### src/rtl/dbreg_pkg.sv
package dbreg_pkg;
  localparam int REG_W   = 32;
  localparam int FIELD_W = 16;

  typedef enum logic [1:0] {
    SEL_MASK   = 2'd0,
    SEL_STATUS = 2'd1,
    SEL_POS    = 2'd2,
    SEL_BELL   = 2'd3
  } regSel_e;

  typedef struct packed {
    logic    hit;
    regSel_e sel;
    logic    wrMask;
    logic    rdClrStatus;
    logic    wrBell;
  } busStrobe_t;
endpackage

### src/rtl/dbreg_ctrl.sv
module dbreg_ctrl
  import dbreg_pkg::*;
#(
  parameter int ADDR_W = 8
) (
  input  logic              busReq,
  input  logic              busWrite,
  input  logic [ADDR_W-1:0] busAddr,
  input  logic              bellBusy,
  output logic              busAck,
  output busStrobe_t        strobe
);
  logic    aligned;
  logic    inWindow;
  logic    hit;
  regSel_e sel;
  logic    bellStall;

  always_comb begin
    aligned   = (busAddr[1:0] == 2'b00);
    inWindow  = ((busAddr >> 4) == '0);
    hit       = aligned && inWindow;
    sel       = regSel_e'(busAddr[3:2]);
    bellStall = hit && busWrite && (sel == SEL_BELL) && bellBusy;
    busAck    = busReq && !bellStall;

    strobe.hit         = hit;
    strobe.sel         = sel;
    strobe.wrMask      = busAck && busWrite && hit && (sel == SEL_MASK);
    strobe.rdClrStatus = busAck && !busWrite && hit && (sel == SEL_STATUS);
    strobe.wrBell      = busAck && busWrite && hit && (sel == SEL_BELL);
  end
endmodule

### src/rtl/dbreg_vecpulse.sv
module dbreg_vecpulse #(
  parameter int VEC_COUNT = 4,
  parameter int VEC_W     = 16
) (
  input  logic                 clk,
  input  logic                 rstN,
  input  logic                 inValid,
  input  logic [VEC_W-1:0]     inVector,
  output logic [VEC_COUNT-1:0] pulse
);
  genvar i;
  generate
    for (i = 0; i < VEC_COUNT; i++) begin : g_line
      always_ff @(posedge clk) begin
        if (!rstN) pulse[i] <= 1'b0;
        else       pulse[i] <= inValid && (inVector == VEC_W'(i));
      end
    end
  endgenerate
endmodule

### src/rtl/dbreg_datapath.sv
module dbreg_datapath
  import dbreg_pkg::*;
#(
  parameter bit VECTOR_MODE = 1'b0,
  parameter int VEC_COUNT   = 4
) (
  input  logic                 clk,
  input  logic                 rstN,
  input  busStrobe_t           strobe,
  input  logic [REG_W-1:0]     busWdata,
  output logic [REG_W-1:0]     busRdata,
  input  logic                 nodeReady,
  input  logic [FIELD_W-1:0]   nodeId,
  output logic                 bellBusy,
  output logic                 outValid,
  input  logic                 outReady,
  output logic [FIELD_W-1:0]   outDest,
  output logic [FIELD_W-1:0]   outVector,
  input  logic                 inValid,
  input  logic [FIELD_W-1:0]   inVector,
  output logic                 irqLevel,
  output logic [VEC_COUNT-1:0] irqVec
);
  logic [REG_W-1:0] maskReg;
  logic             statusReg;

  always_ff @(posedge clk) begin
    if (!rstN)              maskReg <= '0;
    else if (strobe.wrMask) maskReg <= busWdata;
  end

  generate
    if (VECTOR_MODE) begin : g_vector
      assign statusReg = 1'b0;
      assign irqLevel  = 1'b0;
      dbreg_vecpulse #(.VEC_COUNT(VEC_COUNT), .VEC_W(FIELD_W)) u_pulse (
        .clk(clk), .rstN(rstN), .inValid(inValid),
        .inVector(inVector), .pulse(irqVec)
      );
    end else begin : g_pin
      logic statusQ;
      always_ff @(posedge clk) begin
        if (!rstN)                   statusQ <= 1'b0;
        else if (inValid)            statusQ <= 1'b1;
        else if (strobe.rdClrStatus) statusQ <= 1'b0;
      end
      assign statusReg = statusQ;
      assign irqLevel  = maskReg[0] & statusQ;
      assign irqVec    = '0;
    end
  endgenerate

  assign bellBusy = outValid && !outReady;

  always_ff @(posedge clk) begin
    if (!rstN) begin
      outValid  <= 1'b0;
      outDest   <= '0;
      outVector <= '0;
    end else if (strobe.wrBell) begin
      outValid  <= 1'b1;
      outDest   <= busWdata[REG_W-1:FIELD_W];
      outVector <= busWdata[FIELD_W-1:0];
    end else if (outReady) begin
      outValid  <= 1'b0;
    end
  end

  always_comb begin
    busRdata = '0;
    if (strobe.hit) begin
      unique case (strobe.sel)
        SEL_MASK:   busRdata = maskReg;
        SEL_STATUS: busRdata = {{(REG_W-1){1'b0}}, statusReg};
        SEL_POS:    busRdata = nodeReady ? {{(REG_W-FIELD_W){1'b0}}, nodeId} : '1;
        SEL_BELL:   busRdata = '0;
        default:    busRdata = '0;
      endcase
    end
  end
endmodule

### src/rtl/doorbell_regblock.sv
module doorbell_regblock
  import dbreg_pkg::*;
#(
  parameter int ADDR_W      = 8,
  parameter bit VECTOR_MODE = 1'b0,
  parameter int VEC_COUNT   = 4
) (
  input  logic                 clk,
  input  logic                 rstN,
  input  logic                 busReq,
  input  logic                 busWrite,
  input  logic [ADDR_W-1:0]    busAddr,
  input  logic [31:0]          busWdata,
  output logic                 busAck,
  output logic [31:0]          busRdata,
  input  logic                 nodeReady,
  input  logic [15:0]          nodeId,
  output logic                 outValid,
  input  logic                 outReady,
  output logic [15:0]          outDest,
  output logic [15:0]          outVector,
  input  logic                 inValid,
  input  logic [15:0]          inVector,
  output logic                 irqLevel,
  output logic [VEC_COUNT-1:0] irqVec
);
  busStrobe_t strobe;
  logic       bellBusy;

  dbreg_ctrl #(.ADDR_W(ADDR_W)) u_ctrl (
    .busReq(busReq), .busWrite(busWrite), .busAddr(busAddr),
    .bellBusy(bellBusy), .busAck(busAck), .strobe(strobe)
  );

  dbreg_datapath #(.VECTOR_MODE(VECTOR_MODE), .VEC_COUNT(VEC_COUNT)) u_dp (
    .clk(clk), .rstN(rstN), .strobe(strobe), .busWdata(busWdata),
    .busRdata(busRdata), .nodeReady(nodeReady), .nodeId(nodeId),
    .bellBusy(bellBusy), .outValid(outValid), .outReady(outReady),
    .outDest(outDest), .outVector(outVector), .inValid(inValid),
    .inVector(inVector), .irqLevel(irqLevel), .irqVec(irqVec)
  );
endmodule

### config.mk
export PLATFORM = sky130hd
export DESIGN_NAME = doorbell_regblock
export DESIGN_NICKNAME = d
export VERILOG_FILES = /design/src/rtl/dbreg_pkg.sv /design/src/rtl/dbreg_ctrl.sv /design/src/rtl/dbreg_vecpulse.sv /design/src/rtl/dbreg_datapath.sv /design/src/rtl/doorbell_regblock.sv
export SDC_FILE = /design/constraint.sdc
export NUM_CORES = 1
export LEC_CHECK = 0
export BUFFER_PORTS_ARGS = -buffer_cell sky130_fd_sc_hd__buf_2
export CAP_MARGIN = 20
export CORE_ASPECT_RATIO = 0.9
export CORE_MARGIN = 4
export CORE_UTILIZATION = 41
export DETAILED_ROUTE_END_ITERATION = 6
export PLACE_DENSITY = 0.76
export SKIP_CTS_REPAIR_TIMING = 1
export SLEW_MARGIN = 20
export SYNTH_ARGS = -nofsm -noshare
export SYNTH_HDL_FRONTEND = slang
export SYNTH_SLANG_ARGS = --single-unit
### constraint.sdc
create_clock -name clk -period 1.6 [get_ports clk]
set_input_delay 0.08 -clock clk [delete_from_list [all_inputs] [get_ports clk]]
set_output_delay 0.08 -clock clk [all_outputs]
set_load 0.03 [all_outputs]
==> summary.md <==
| Metric | Value |
|---|---|
| Status | `finished, final reports clean` |
| Max-cap viol count | `0` |
| RePlAce Congestion | `0.7978` |
| Drt initial violations | `64` |
| Crit-path most repeated cell | `buf_2` |
| Final setup fails | `0` |
| Fin. Hold Viols | `0` |
| Critical Path Start | `busAddr[1]` |
| Post-synth top cells | `99 x nand2_1, 66 x dfxtp_1, 65 x mux2i_1` |
| Pre-CTS setup slack | `-123.6 ps` |
| Sequence of cells on the critical path | `buf_2 > or4_4 > or3_4 > o21a_1 > buf_2` |
| Crit path kind | `in -> out` |
| Finished Cell Area | `3998 µm²` |
| Drt drc | `0` |
| Synth Cell Area | `3032 µm²` |
| CP max-delay cell | `or4_4` |
| Reg2Reg Launch Point | `u_dp.outValid` |
| Hold Crit Start | `busWdata[24]` |
| Skew final | `9.179 ps` |
| Hold Path Class | `in -> reg` |
| GR Util All Layers | `17.75%` |
| Leading area contributor after synthesis | `dfxtp_1` |
| Htree depth | `3` |
| Post-synth EDFFs | `0` |
| TNS Setup | `0 ps` |
| First-pass GRT wire length | `12520 µm` |
| Critical Path End Type | `primary output` |
| Post-synth cell types | `26` |
| CTS root buffer | `clkbuf_8` |
| Die height | `89.58 µm` |
| Top-count cell post-synth | `nand2_1` |
| Final slew viol count | `0` |
| Clk buf depth | `2` |
| Crit share post-route | `96.52%` |
| Share of cells above drive strength 1 | `32.58%` |
| Ys flop type | `dfxtp_1` |
| Vias after detailed routing | `2783` |
| Vias in the first global route | `2684` |
| Maximum fanout along the worst path | `3` |
| Io pins | `150` |
| Detailed-route wire length | `8094 µm` |
| CP required | `1520 ps` |
| Largest net degree at the start of global routing | `99` |
| Register area share after synthesis | `43.58%` |
| Antenna diodes | `0` |
| Die footprint | `8836 µm²` |
| Peak supply drop | `0.4827 mV` |
| Setup repair after global routing missed its margin | `no` |
| Placed Instance Area | `3752 µm²` |
| Routed WL per cell | `13.93 µm` |
| Fmax | `0.6476 GHz` |
| ANT nets after route | `0` |
| Layout area overhead | `31.86%` |
| FP Rows | `29` |
| Initial antenna violation count | `0` |
| Post-synthesis instance total | `362` |
| Syn avg cell area | `8.375 µm²` |
| Post-synthesis async set-or-reset flop share | `0%` |
| Initial Util | `42.63%` |
| TritonCTS buffer count | `9` |
| CTS clk-pin slew, worst paths | `80 ps` |
| Setup crit start kind | `primary input` |
| Fin nets | `562` |
| HPWL Detailed | `5743 µm` |
| P_leak | `1.998 nW` |
| Clock sink count | `66` |
| Slowest cell delay on critical path | `570 ps` |
| 1st-pass router iterations | `4` |
| Final min period | `1544 ps` |
| GRT overflow | `0` |
| #FFs+latches synth | `66` |
| Pwr/cell area | `888.6 nW/µm²` |
| Die Wd | `98.64 µm` |
| Via/cell ratio | `4.790` |
| CTS tree | `yes` |
| Clock Latency Late Sink | `340 ps` |
| Synth top area cells | `dfxtp_1 44%, mux2i_1 21%, nand2_1 12%` |
| PnR worst setup slack | `55.73 ps` |
| Core area | `7112 µm²` |
| Yosys top cell area share | `43.58%` |
| Syn. warnings | `0` |
| Worst Path Arrival | `1460 ps` |
| Worst hold slack | `7.268 ps` |
| I/O Buffers | `129` |
[sequential cells by signal (all words and copies together) (netlist names)]
| register | cells |
|---|---|
| u_dp.outValid | 1 |
| u_dp.outVector | 16 |
| u_dp.maskReg | 32 |
| u_dp.outDest | 16 |
| u_dp.g_pin.statusQ | 1 |
[power breakdown]
part | switching (mW) | leakage, nW | internal, mW
logic | 0.160 | 1.35 | 0.109
clock network | 0.667 | 0.116 | 0.971
registers | 0.00149 | 0.532 | 1.64
total | 0.828 | 2.00 | 2.72
[metal layers]
layer	vias up	GRT usage (%)	part of all wire (%)	routed length [µm]
met1	1279	21.18	43	3513
met2	63	31.25	50	4060
met3	16	3.320	4.4	356
met5	-	0	0	0
li1	1425	-	-	-
met4	0	8.685	2.0	164
[cell type report]
cell class | count | area (µm²)
multi-input combinational | 268 | 1573
clock inverter | 5 | 85.08
timing repair buffer | 138 | 750.7
fill | 684 | 3114
sequential | 66 | 1321
tap | 93 | 116.4
clock buffer | 11 | 151.4
[worst paths after layout]
path,endpoint,slack (ps),depth (start not counted)
worst min-delay path,u_dp.maskReg[24],7,3
worst max register to register,u_dp.outDest[2],150,4
worst max-delay path,busAck,60,5
worst min register to register,u_dp.outVector[5],460,2
[cells by family after synthesis]
| family | count (synthesis) | synth area share [%] |
|---|---|---|
| AO/OA/AOI/OAI | 20 | 3.590 |
| buffers and inverters | 31 | 5.200 |
| flip-flops | 66 | 43.58 |
| multiplexers | 65 | 21.46 |
| other | 1 | 0.1237 |
| AND/OR/NAND/NOR | 179 | 26.04 |
[cells in the final DEF, fill, tap and decap left out, types with 3 or more instances in the layout]
cell type | Yosys | final
buf_4 | 4 | 6
nor3_1 | 3 | 3
buf_2 | 3 | 129
buf_12 | 0 | 3
clkbuf_8 | 0 | 11
conb_1 | 1 | 4
o21ai_0 | 16 | 16
nand3b_1 | 15 | 15
nand2_1 | 99 | 98
mux2i_1 | 65 | 65
nor2_1 | 49 | 49
dfxtp_1 | 66 | 66
[per-stage QoR]
step	instances	total power [mW]	utilization [%]
after floorplan	365	1.843	-
after global placement	565	1.946	52.76
after detailed placement	565	1.952	52.76
after CTS	581	3.577	56.09
after global routing	581	3.686	56.21
final	581	3.552	56.21
[worst max-delay path, delay by kind of cell]
family / cells / cell delay, ps
and+or+nand+nor: 2 / 920
AOI/OAI and AO/OA: 1 / 190
buffers and inverters: 2 / 270
No activity file was read; power rests on OpenSTA's default activity.
